$ cat config.mk
export PLATFORM = sky130hd
export DESIGN_NAME = osr_receiver
export DESIGN_NICKNAME = d
export VERILOG_FILES = /design/src/rtl/osr_pkg.sv /design/src/rtl/osr_sync.sv /design/src/rtl/osr_framer.sv /design/src/rtl/osr_holding.sv /design/src/rtl/osr_receiver.sv
export SDC_FILE = /design/constraint.sdc
export NUM_CORES = 1
export LEC_CHECK = 0
export BUFFER_PORTS_ARGS = -buffer_cell sky130_fd_sc_hd__buf_2
export CAP_MARGIN = 20
export CORE_ASPECT_RATIO = 0.7
export CORE_MARGIN = 2
export CORE_UTILIZATION = 30
export DETAILED_ROUTE_END_ITERATION = 6
export GPL_TIMING_DRIVEN = 0
export PLACE_DENSITY = 0.49
export SLEW_MARGIN = 20
export SYNTH_ARGS = -nofsm -noshare
export SYNTH_HDL_FRONTEND = slang
export SYNTH_SLANG_ARGS = --single-unit
export TNS_END_PERCENT = 5
$ cat constraint.sdc
create_clock -name clk -period 2.41 [get_ports clk]
set_input_delay 0.3615 -clock clk [delete_from_list [all_inputs] [get_ports clk]]
set_output_delay 0.3615 -clock clk [all_outputs]
set_load 0.01 [all_outputs]
$ cat src/rtl/osr_pkg.sv
package osr_pkg;
  typedef enum logic [2:0] {
    ST_IDLE,
    ST_START,
    ST_DATA,
    ST_PAR,
    ST_STOP
  } rx_state_e;

  localparam logic [1:0] FAC_X1  = 2'd0;
  localparam logic [1:0] FAC_X16 = 2'd1;
endpackage

$ cat src/rtl/osr_sync.sv
module osr_sync #(
  parameter int STAGES = 2
) (
  input  logic clk,
  input  logic rst_n,
  input  logic din,
  output logic dout
);
  logic [STAGES-1:0] chain;

  always_ff @(posedge clk or negedge rst_n) begin
    if (!rst_n) chain[0] <= 1'b1;
    else        chain[0] <= din;
  end

  generate
    for (genvar g = 1; g < STAGES; g++) begin : g_stage
      always_ff @(posedge clk or negedge rst_n) begin
        if (!rst_n) chain[g] <= 1'b1;
        else        chain[g] <= chain[g-1];
      end
    end
  endgenerate

  assign dout = chain[STAGES-1];
endmodule

$ cat src/rtl/osr_framer.sv
module osr_framer
  import osr_pkg::*;
#(
  parameter int MAX_BITS = 8,
  parameter int MIN_BITS = 5,
  parameter int FAST_DIV = 16,
  parameter int SLOW_DIV = 64
) (
  input  logic                clk,
  input  logic                rst_n,
  input  logic                tick,
  input  logic                rxs,
  input  logic [1:0]          fac,
  input  logic [1:0]          bits_code,
  input  logic                pen,
  input  logic                podd,
  output logic                done,
  output logic [MAX_BITS-1:0] char_o,
  output logic                perr_o,
  output logic                ferr_o
);
  localparam int CNT_W = $clog2(SLOW_DIV);
  localparam int IDX_W = $clog2(MAX_BITS);
  localparam int NW    = IDX_W + 1;

  rx_state_e           st_q, st_n;
  logic [CNT_W-1:0]    cnt_q, cnt_n;
  logic [IDX_W-1:0]    idx_q, idx_n;
  logic [MAX_BITS-1:0] sh_q, sh_n;
  logic                acc_q, acc_n;
  logic                armed_q, armed_n;
  logic                done_n;
  logic [MAX_BITS-1:0] char_n;
  logic                perr_n, ferr_n;

  logic [CNT_W-1:0]    lim, half;
  logic [NW-1:0]       nbits;
  logic [IDX_W-1:0]    last_idx;

  always_comb begin
    case (fac)
      FAC_X1: begin
        lim  = '0;
        half = '0;
      end
      FAC_X16: begin
        lim  = CNT_W'(FAST_DIV - 1);
        half = CNT_W'(FAST_DIV / 2 - 1);
      end
      default: begin
        lim  = CNT_W'(SLOW_DIV - 1);
        half = CNT_W'(SLOW_DIV / 2 - 1);
      end
    endcase
    nbits    = NW'(MIN_BITS) + NW'(bits_code);
    last_idx = IDX_W'(nbits - NW'(1));
  end

  always_comb begin
    st_n    = st_q;
    cnt_n   = cnt_q;
    idx_n   = idx_q;
    sh_n    = sh_q;
    acc_n   = acc_q;
    armed_n = armed_q;
    done_n  = 1'b0;
    char_n  = char_o;
    perr_n  = perr_o;
    ferr_n  = ferr_o;
    if (tick) begin
      case (st_q)
        ST_IDLE: begin
          if (rxs) begin
            armed_n = 1'b1;
          end else if (armed_q) begin
            armed_n = 1'b0;
            cnt_n   = '0;
            idx_n   = '0;
            acc_n   = 1'b0;
            st_n    = (fac == FAC_X1) ? ST_DATA : ST_START;
          end
        end
        ST_START: begin
          if (cnt_q == half) begin
            cnt_n = '0;
            st_n  = rxs ? ST_IDLE : ST_DATA;
          end else begin
            cnt_n = cnt_q + 1'b1;
          end
        end
        ST_DATA: begin
          if (cnt_q == lim) begin
            cnt_n = '0;
            sh_n  = {rxs, sh_q[MAX_BITS-1:1]};
            acc_n = acc_q ^ rxs;
            if (idx_q == last_idx) st_n = pen ? ST_PAR : ST_STOP;
            else                   idx_n = idx_q + 1'b1;
          end else begin
            cnt_n = cnt_q + 1'b1;
          end
        end
        ST_PAR: begin
          if (cnt_q == lim) begin
            cnt_n = '0;
            acc_n = acc_q ^ rxs;
            st_n  = ST_STOP;
          end else begin
            cnt_n = cnt_q + 1'b1;
          end
        end
        ST_STOP: begin
          if (cnt_q == lim) begin
            cnt_n   = '0;
            done_n  = 1'b1;
            char_n  = sh_q >> (NW'(MAX_BITS) - nbits);
            perr_n  = pen & (acc_q ^ podd);
            ferr_n  = ~rxs;
            armed_n = rxs;
            st_n    = ST_IDLE;
          end else begin
            cnt_n = cnt_q + 1'b1;
          end
        end
        default: st_n = ST_IDLE;
      endcase
    end
  end

  always_ff @(posedge clk or negedge rst_n) begin
    if (!rst_n) begin
      st_q    <= ST_IDLE;
      cnt_q   <= '0;
      idx_q   <= '0;
      sh_q    <= '0;
      acc_q   <= 1'b0;
      armed_q <= 1'b1;
      done    <= 1'b0;
      char_o  <= '0;
      perr_o  <= 1'b0;
      ferr_o  <= 1'b0;
    end else begin
      st_q    <= st_n;
      cnt_q   <= cnt_n;
      idx_q   <= idx_n;
      sh_q    <= sh_n;
      acc_q   <= acc_n;
      armed_q <= armed_n;
      done    <= done_n;
      char_o  <= char_n;
      perr_o  <= perr_n;
      ferr_o  <= ferr_n;
    end
  end
endmodule

$ cat src/rtl/osr_holding.sv
module osr_holding #(
  parameter int MAX_BITS = 8
) (
  input  logic                clk,
  input  logic                rst_n,
  input  logic                load,
  input  logic [MAX_BITS-1:0] char_i,
  input  logic                perr_i,
  input  logic                ferr_i,
  input  logic                host_read,
  input  logic                err_clear,
  output logic [MAX_BITS-1:0] data_q,
  output logic                ready_q,
  output logic                par_q,
  output logic                frm_q,
  output logic                ovr_q
);
  logic [MAX_BITS-1:0] data_n;
  logic ready_n, par_n, frm_n, ovr_n;

  always_comb begin
    data_n  = data_q;
    ready_n = ready_q;
    par_n   = par_q;
    frm_n   = frm_q;
    ovr_n   = ovr_q;
    if (host_read) ready_n = 1'b0;
    if (err_clear) begin
      par_n = 1'b0;
      frm_n = 1'b0;
      ovr_n = 1'b0;
    end
    if (load) begin
      data_n  = char_i;
      ready_n = 1'b1;
      if (perr_i) par_n = 1'b1;
      if (ferr_i) frm_n = 1'b1;
      if (ready_q && !host_read) ovr_n = 1'b1;
    end
  end

  always_ff @(posedge clk or negedge rst_n) begin
    if (!rst_n) begin
      data_q  <= '0;
      ready_q <= 1'b0;
      par_q   <= 1'b0;
      frm_q   <= 1'b0;
      ovr_q   <= 1'b0;
    end else begin
      data_q  <= data_n;
      ready_q <= ready_n;
      par_q   <= par_n;
      frm_q   <= frm_n;
      ovr_q   <= ovr_n;
    end
  end
endmodule

$ cat src/rtl/osr_receiver.sv
module osr_receiver #(
  parameter int MAX_BITS    = 8,
  parameter int MIN_BITS    = 5,
  parameter int FAST_DIV    = 16,
  parameter int SLOW_DIV    = 64,
  parameter int SYNC_STAGES = 2
) (
  input  logic                clk,
  input  logic                rst_n,
  input  logic                rx_tick,
  input  logic                rx_line,
  input  logic [1:0]          cfg_factor,
  input  logic [1:0]          cfg_bits,
  input  logic                cfg_par_en,
  input  logic                cfg_par_odd,
  input  logic                host_read,
  input  logic                err_clear,
  output logic [MAX_BITS-1:0] rx_data,
  output logic                rx_ready,
  output logic                err_parity,
  output logic                err_frame,
  output logic                err_overrun
);
  logic                rx_s;
  logic                fr_done;
  logic [MAX_BITS-1:0] fr_char;
  logic                fr_perr, fr_ferr;

  osr_sync #(.STAGES(SYNC_STAGES)) u_sync (
    .clk  (clk),
    .rst_n(rst_n),
    .din  (rx_line),
    .dout (rx_s)
  );

  osr_framer #(
    .MAX_BITS(MAX_BITS),
    .MIN_BITS(MIN_BITS),
    .FAST_DIV(FAST_DIV),
    .SLOW_DIV(SLOW_DIV)
  ) u_framer (
    .clk      (clk),
    .rst_n    (rst_n),
    .tick     (rx_tick),
    .rxs      (rx_s),
    .fac      (cfg_factor),
    .bits_code(cfg_bits),
    .pen      (cfg_par_en),
    .podd     (cfg_par_odd),
    .done     (fr_done),
    .char_o   (fr_char),
    .perr_o   (fr_perr),
    .ferr_o   (fr_ferr)
  );

  osr_holding #(.MAX_BITS(MAX_BITS)) u_hold (
    .clk      (clk),
    .rst_n    (rst_n),
    .load     (fr_done),
    .char_i   (fr_char),
    .perr_i   (fr_perr),
    .ferr_i   (fr_ferr),
    .host_read(host_read),
    .err_clear(err_clear),
    .data_q   (rx_data),
    .ready_q  (rx_ready),
    .par_q    (err_parity),
    .frm_q    (err_frame),
    .ovr_q    (err_overrun)
  );
endmodule

* After elaboration in Yosys (flattened, before gate mapping)
Index checks and enable logic that the tools add are counted.
** Word-level totals
- Logic and storage cells :: 106
- Output and inout bits :: 12
- Input bits :: 12
- Register bits after elaboration :: 47
** Operators by class
- Bitwise logic cells :: 4
- Mux-type cells :: 44
- Equality and inequality tests :: 17
- Reductions and logical operators :: 18
- Shifts and indexed selects :: 1
- Add/sub/neg operators :: 5
** Operator list (count)
- $mux W3 :: 12
- $mux W6 :: 4
- $mux W1 :: 19
- $pmux W6 S3 :: 1
- $pmux W3 S5 :: 1
- $ne A2 B1 Y1 const B :: 7
- $pmux W6 S2 :: 1
- $pmux W5 S2 :: 1
- $reduce_and A3 Y1 :: 3
- $reduce_and A8 Y1 :: 1
- $reduce_bool A2 Y1 :: 4
- $shr A8 B4 Y8 :: 1
- $add A6 B1 Y6 const B :: 1
- $eq A3 B2 Y1 const B :: 2
- $eq A6 B5 Y1 :: 1
- $eq A6 B6 Y1 :: 1
- $pmux W3 S2 :: 1
- $reduce_and A6 Y1 :: 1
- $reduce_and A5 Y1 :: 1
- $add A3 B2 Y4 const A :: 1
- $mux W2 :: 2
- $ne A2 B2 Y1 const B :: 2
- $pmux W1 S2 :: 2
- $reduce_and A4 Y1 :: 1
- 17 further kinds :: 18

* Depth between registers and ports, before layout
- Word-level depth :: 6
- Depth in mapped cells :: 7
- Gate-level depth less buffers :: 5

* Cells and area by module
Synthesis repeated with hierarchy kept, for this count alone.
** Unflattened totals
- Cell total of the unflattened synthesis :: 219
- Area total of the unflattened synthesis :: 2489.9 um^2
** Modules (own cells, without submodules)
- osr_framer :: times used 1, cells each 190, area an instance 1965.6 um^2
- osr_holding :: times used 1, cells each 27, area an instance 471.7 um^2
- osr_sync :: times used 1, cells each 2, area an instance 52.6 um^2

* Worst setup path before layout
OpenSTA, ideal clock, no wires.
- Kind :: register to register
- Start point :: reg u_framer.cnt_q[4]
- End point :: reg u_framer.sh_q[0]
- Arrival time :: 1.969 ns
- Data required time :: 2.285 ns
- Stages on the path, launching flop included :: 6
- Clock period less this slack :: 2.094 ns
- Slack :: 0.316 ns
- Path through :: dfrtp_1 buf_6 or3_4 or3_4 a211oi_4 mux2_2
** On the way
- Longest elaborated chain between the ends :: 2
** Ends and longest elaborated chain
- from (decl) :: RTL line osr_framer.sv:27 : logic [CNT_W-1:0] cnt_q, cnt_n;
- from (signal assigned) :: RTL line osr_framer.sv:143 : cnt_q <= cnt_n;
- $eq A6 B6 Y1 :: RTL line osr_framer.sv:92 : if (cnt_q == lim) begin
- $reduce_and A3 Y1 (no line)
- to (signal assigned) :: RTL line osr_framer.sv:145 : sh_q <= sh_n;
- to (decl) :: RTL line osr_framer.sv:29 : logic [MAX_BITS-1:0] sh_q, sh_n;
Every way passes these cells.
A chain may end at the register's enable or synchronous reset.

* Worst setup path after layout
- Start point :: reg u_framer.cnt_q[4]
- End point :: reg u_framer.sh_q[1]
Same word-level chain as after synthesis.

==> reports/qor.yml <==
run_status:
  status: "completed"
floorplanning:
  core_sq_mm: 0.007838
  num_io_pins: 24
  dieWidth_um: 111.3
  rows: 27
  die_area_sq_mm: 0.008803
  start_util: 0.3084
  fp.dieH_um: 79.10
job:
  maxCapViolations: 0
finish:
  final_cell_mix: "dfrtp_1 (44), mux2_2 (26), nand2_1 (25)"
  final_common_cell: "dfrtp_1"
  area_growth_pct: 17.18
  final-seq-area_sq_mm: 0.001180
  fillers: 791
  layout-drive-gt1-share: 0.2976
  antenna_cells: 0
  multi_input_area_sq_mm: 0.001161
  layout.nets: 265
timing:
  setup_viol_count_final: 0
  grt_setup_unrepaired: "no"
  fin_skew_ns: 0.008581
  finalMaxSlewViolations: 0
  layout_min_cycle_time_ns: 2.268
  worst_slew_pin_slew_ns: 0.8466
  whs_ns: 0.08687
  slew_headroom: 0.4210
  fin_tns_setup_ns: 0
  fin_ws_ns: 0.1419
  hold_viol_final: 0
  fmaxAchievable_ghz: 0.4409
  period_share: 0.9411
power_and_ir_drop:
  switchingPower_mw: 0.6990
  total_power_mw: 2.298
  vdd_drop_max_mv: 0.3157
  seqPwrFrac: 0.425
  p_leak_nw: 1.319
  p_clk_frac: 0.337
  comb_power_share: 0.238
  internal_power_mw: 1.599
  swShare: 0.3041
  power_density_mw_per_mm2: 811.4
grt:
  grt_max_degree: 48
  grt_util_met3: 0.02824
  grt_usage: 0.1190
  grt_pass1_wl_um: 8383
  grt-busiest-layer: "met1"
  antenna_found_initial: 0
  gr-total-overflow: 0
  grt_pass1_vias: 1632
  use_met1: 0.1805
  use_met2: 0.1659
drt:
  vias: 1723
  drt_iter0_drc: 99
  wirelength_um: 4857
  firstDrtPassIters: 4
  vias_per_cell: 4.881
  drc: 0
  drtAntennaViolNets: 0
  wire_per_inst_um: 13.76
cts:
  clkLatencyLatePin_ns: 0.28
  ctsHtreeMaxLevel: 2
  path_clk_slew_ns: 0.07
  cts.sinks: 47
  cts_max_path_buffers: 2
  cts_buffers: 5
  cts-resized-gates: 0
  cts_root_buf: "clkbuf_16"
  cts_tree: "yes"
synth:
  synth_area_per_cell_sq_um: 10.94
  ys_seq_area_frac: 0.4881
  syn_area_sq_mm: 0.002417
  ys_warn_count: 0
  ys_ff_latch: 47
  syn-instance-count: 221
  async_flop_share: 1.000
  yosys_most_used_dff: "dfrtp_1"
  syn-num-nets: 235
  synth_edf_count: 0
  ys_types: 48
worst_setup_path:
  critical-path-top-delay-family: "simple AND/OR/NAND/NOR gates"
  cp.arrival_ns: 2.43
  crit_buf_inv: 1
  worstPathMaxFanout: 10
  ff2ff_path_depth: 5
  cp-start-kind: "flip-flop"
  crit_chain: "buf_6 > or3_4 > or3_4 > a211oi_4 > mux2_2"
  slowest_stage: "a211oi_4"
  required_ns: 2.57
  timing.rr.end: "u_framer.sh_q[1]"
  crit_top_cell: "or3_4"
  path_class: "flip-flop to flip-flop"
  rr_startpoint: "u_framer.cnt_q[4]"
  cpPeakStageDelay_ns: 0.52
  crit_path_end_kind: "flip-flop"
  ff2ff_setup_slack_ns: 0.14
place:
  place_ws_ns: 0.09872
  port_buffers: 22
  dp_hpwl_um: 3493
  place_congestion: 0.8079
worst_hold_path:
  hp-class: "input port to asynchronous set/reset pin"
## cell usage after synthesis (2+ instances only)
| master | number | share of area |
|---|---|---|
| dfrtp_1 | 44 | 0.46 |
| mux2_2 | 26 | 0.12 |
| nand2_1 | 25 | 0.039 |
| o21ai_0 | 16 | 0.033 |
| inv_1 | 8 | 0.012 |
| nand3_1 | 8 | 0.017 |
| nor2_1 | 8 | 0.012 |
| clkbuf_1 | 7 | 0.011 |
| a21oi_1 | 6 | 0.012 |
| or3_1 | 5 | 0.013 |
| nor3_1 | 4 | 0.0083 |
| or4_1 | 4 | 0.012 |
| a211oi_1 | 3 | 0.0093 |
| a21o_1 | 3 | 0.0093 |
| and3_1 | 3 | 0.0078 |
| dfstp_2 | 3 | 0.033 |
| mux2i_1 | 3 | 0.012 |
| mux4_2 | 3 | 0.028 |
| o211ai_1 | 3 | 0.0093 |
| or2_2 | 3 | 0.0078 |
| a22o_1 | 2 | 0.0072 |
| ha_1 | 2 | 0.010 |
| nor2b_1 | 2 | 0.0052 |
| o21ai_1 | 2 | 0.0041 |
| o311ai_0 | 2 | 0.0072 |
| or3_4 | 2 | 0.0093 |
| xnor2_1 | 2 | 0.0072 |
| xor2_1 | 2 | 0.0072 |
## final cells by class
class,instances,area share
Clock inverter,3,0.01546
Buffer,10,0.01634
Clock buffer,5,0.04417
Sequential cell,47,0.4165
Timing Repair Buffer,23,0.04240
Tap cell,101,0.04461
Multi-Input combinational cell,156,0.4099
Inverter,8,0.01060
## through the flow
stage	utilization	area (sq um)	std cells
floorplan	-	2417	221
global placement	0.3386	2654	344
detailed placement	0.3386	2654	344
CTS	0.3602	2823	352
global route	0.3614	2833	353
finish	0.3614	2833	353
## how the worst max path moves through the flow
stage                       from          endpoint  slack (ns)  depth (start not counted)
5_1_grt        u_framer.cnt_q[4]  u_framer.sh_q[0]        0.03                          5
3_5_place_dp       cfg_factor[1]  u_framer.sh_q[0]         0.1                          5
6_report       u_framer.cnt_q[4]  u_framer.sh_q[1]        0.14                          5
4_1_cts        u_framer.cnt_q[4]  u_framer.sh_q[0]        0.12                          5
2_1_floorplan  u_framer.cnt_q[4]  u_framer.sh_q[0]        0.32                          5
3_3_place_gp       cfg_factor[1]  u_framer.sh_q[0]        0.09                          5
## cells by family (layout without fill, tap and decap cells)
family,after synthesis,in the layout,synth area share
buf+inv,18,49,0.03157
xor+xnor,4,4,0.01450
mux,33,33,0.1672
compound gates,49,49,0.1429
flops,47,47,0.4881
simple gates,68,68,0.1455
fa+ha+maj,2,2,0.01035
## worst register-to-register path, stage by stage (launching register included)
cell and delay [ns]:
dfrtp_1 0.37, buf_6 0.13, or3_4 0.37, or3_4 0.36, a211oi_4 0.52, mux2_2 0.40
## power groups by stage
stage / registers [mW] / logic [mW] / clock network [mW]
finish: 0.976 / 0.548 / 0.775
global route: 0.991 / 0.625 / 0.846
CTS: 0.974 / 0.547 / 0.806
detailed placement: 0.988 / 0.543 / 0
global placement: 0.987 / 0.548 / 0
floorplan: 0.965 / 0.428 / 0
## routing by layer
layer  wire (um)  vias to the layer above
li1            -                      877
met1        2598                      808
met2        1954                       36
met3         261                        2
met4          43                        0
met5           0                        -
## state kept, by name, indices dropped and copies added (netlist names), 3 cells and up
name	count
u_hold.data_q	8
u_framer.idx_q	3
u_framer.char_o	8
u_framer.cnt_q	6
u_framer.st_q	3
u_framer.sh_q	8
## what timing repair did
action | 4_1_cts | 5_1_grt
setup buffers | 0 | 1
hold endpoints to repair | 0 | 0
setup endpoints to repair | 0 | 2
hold buffers | 0 | 0
Note: power is estimated with default switching activity, not from simulation.
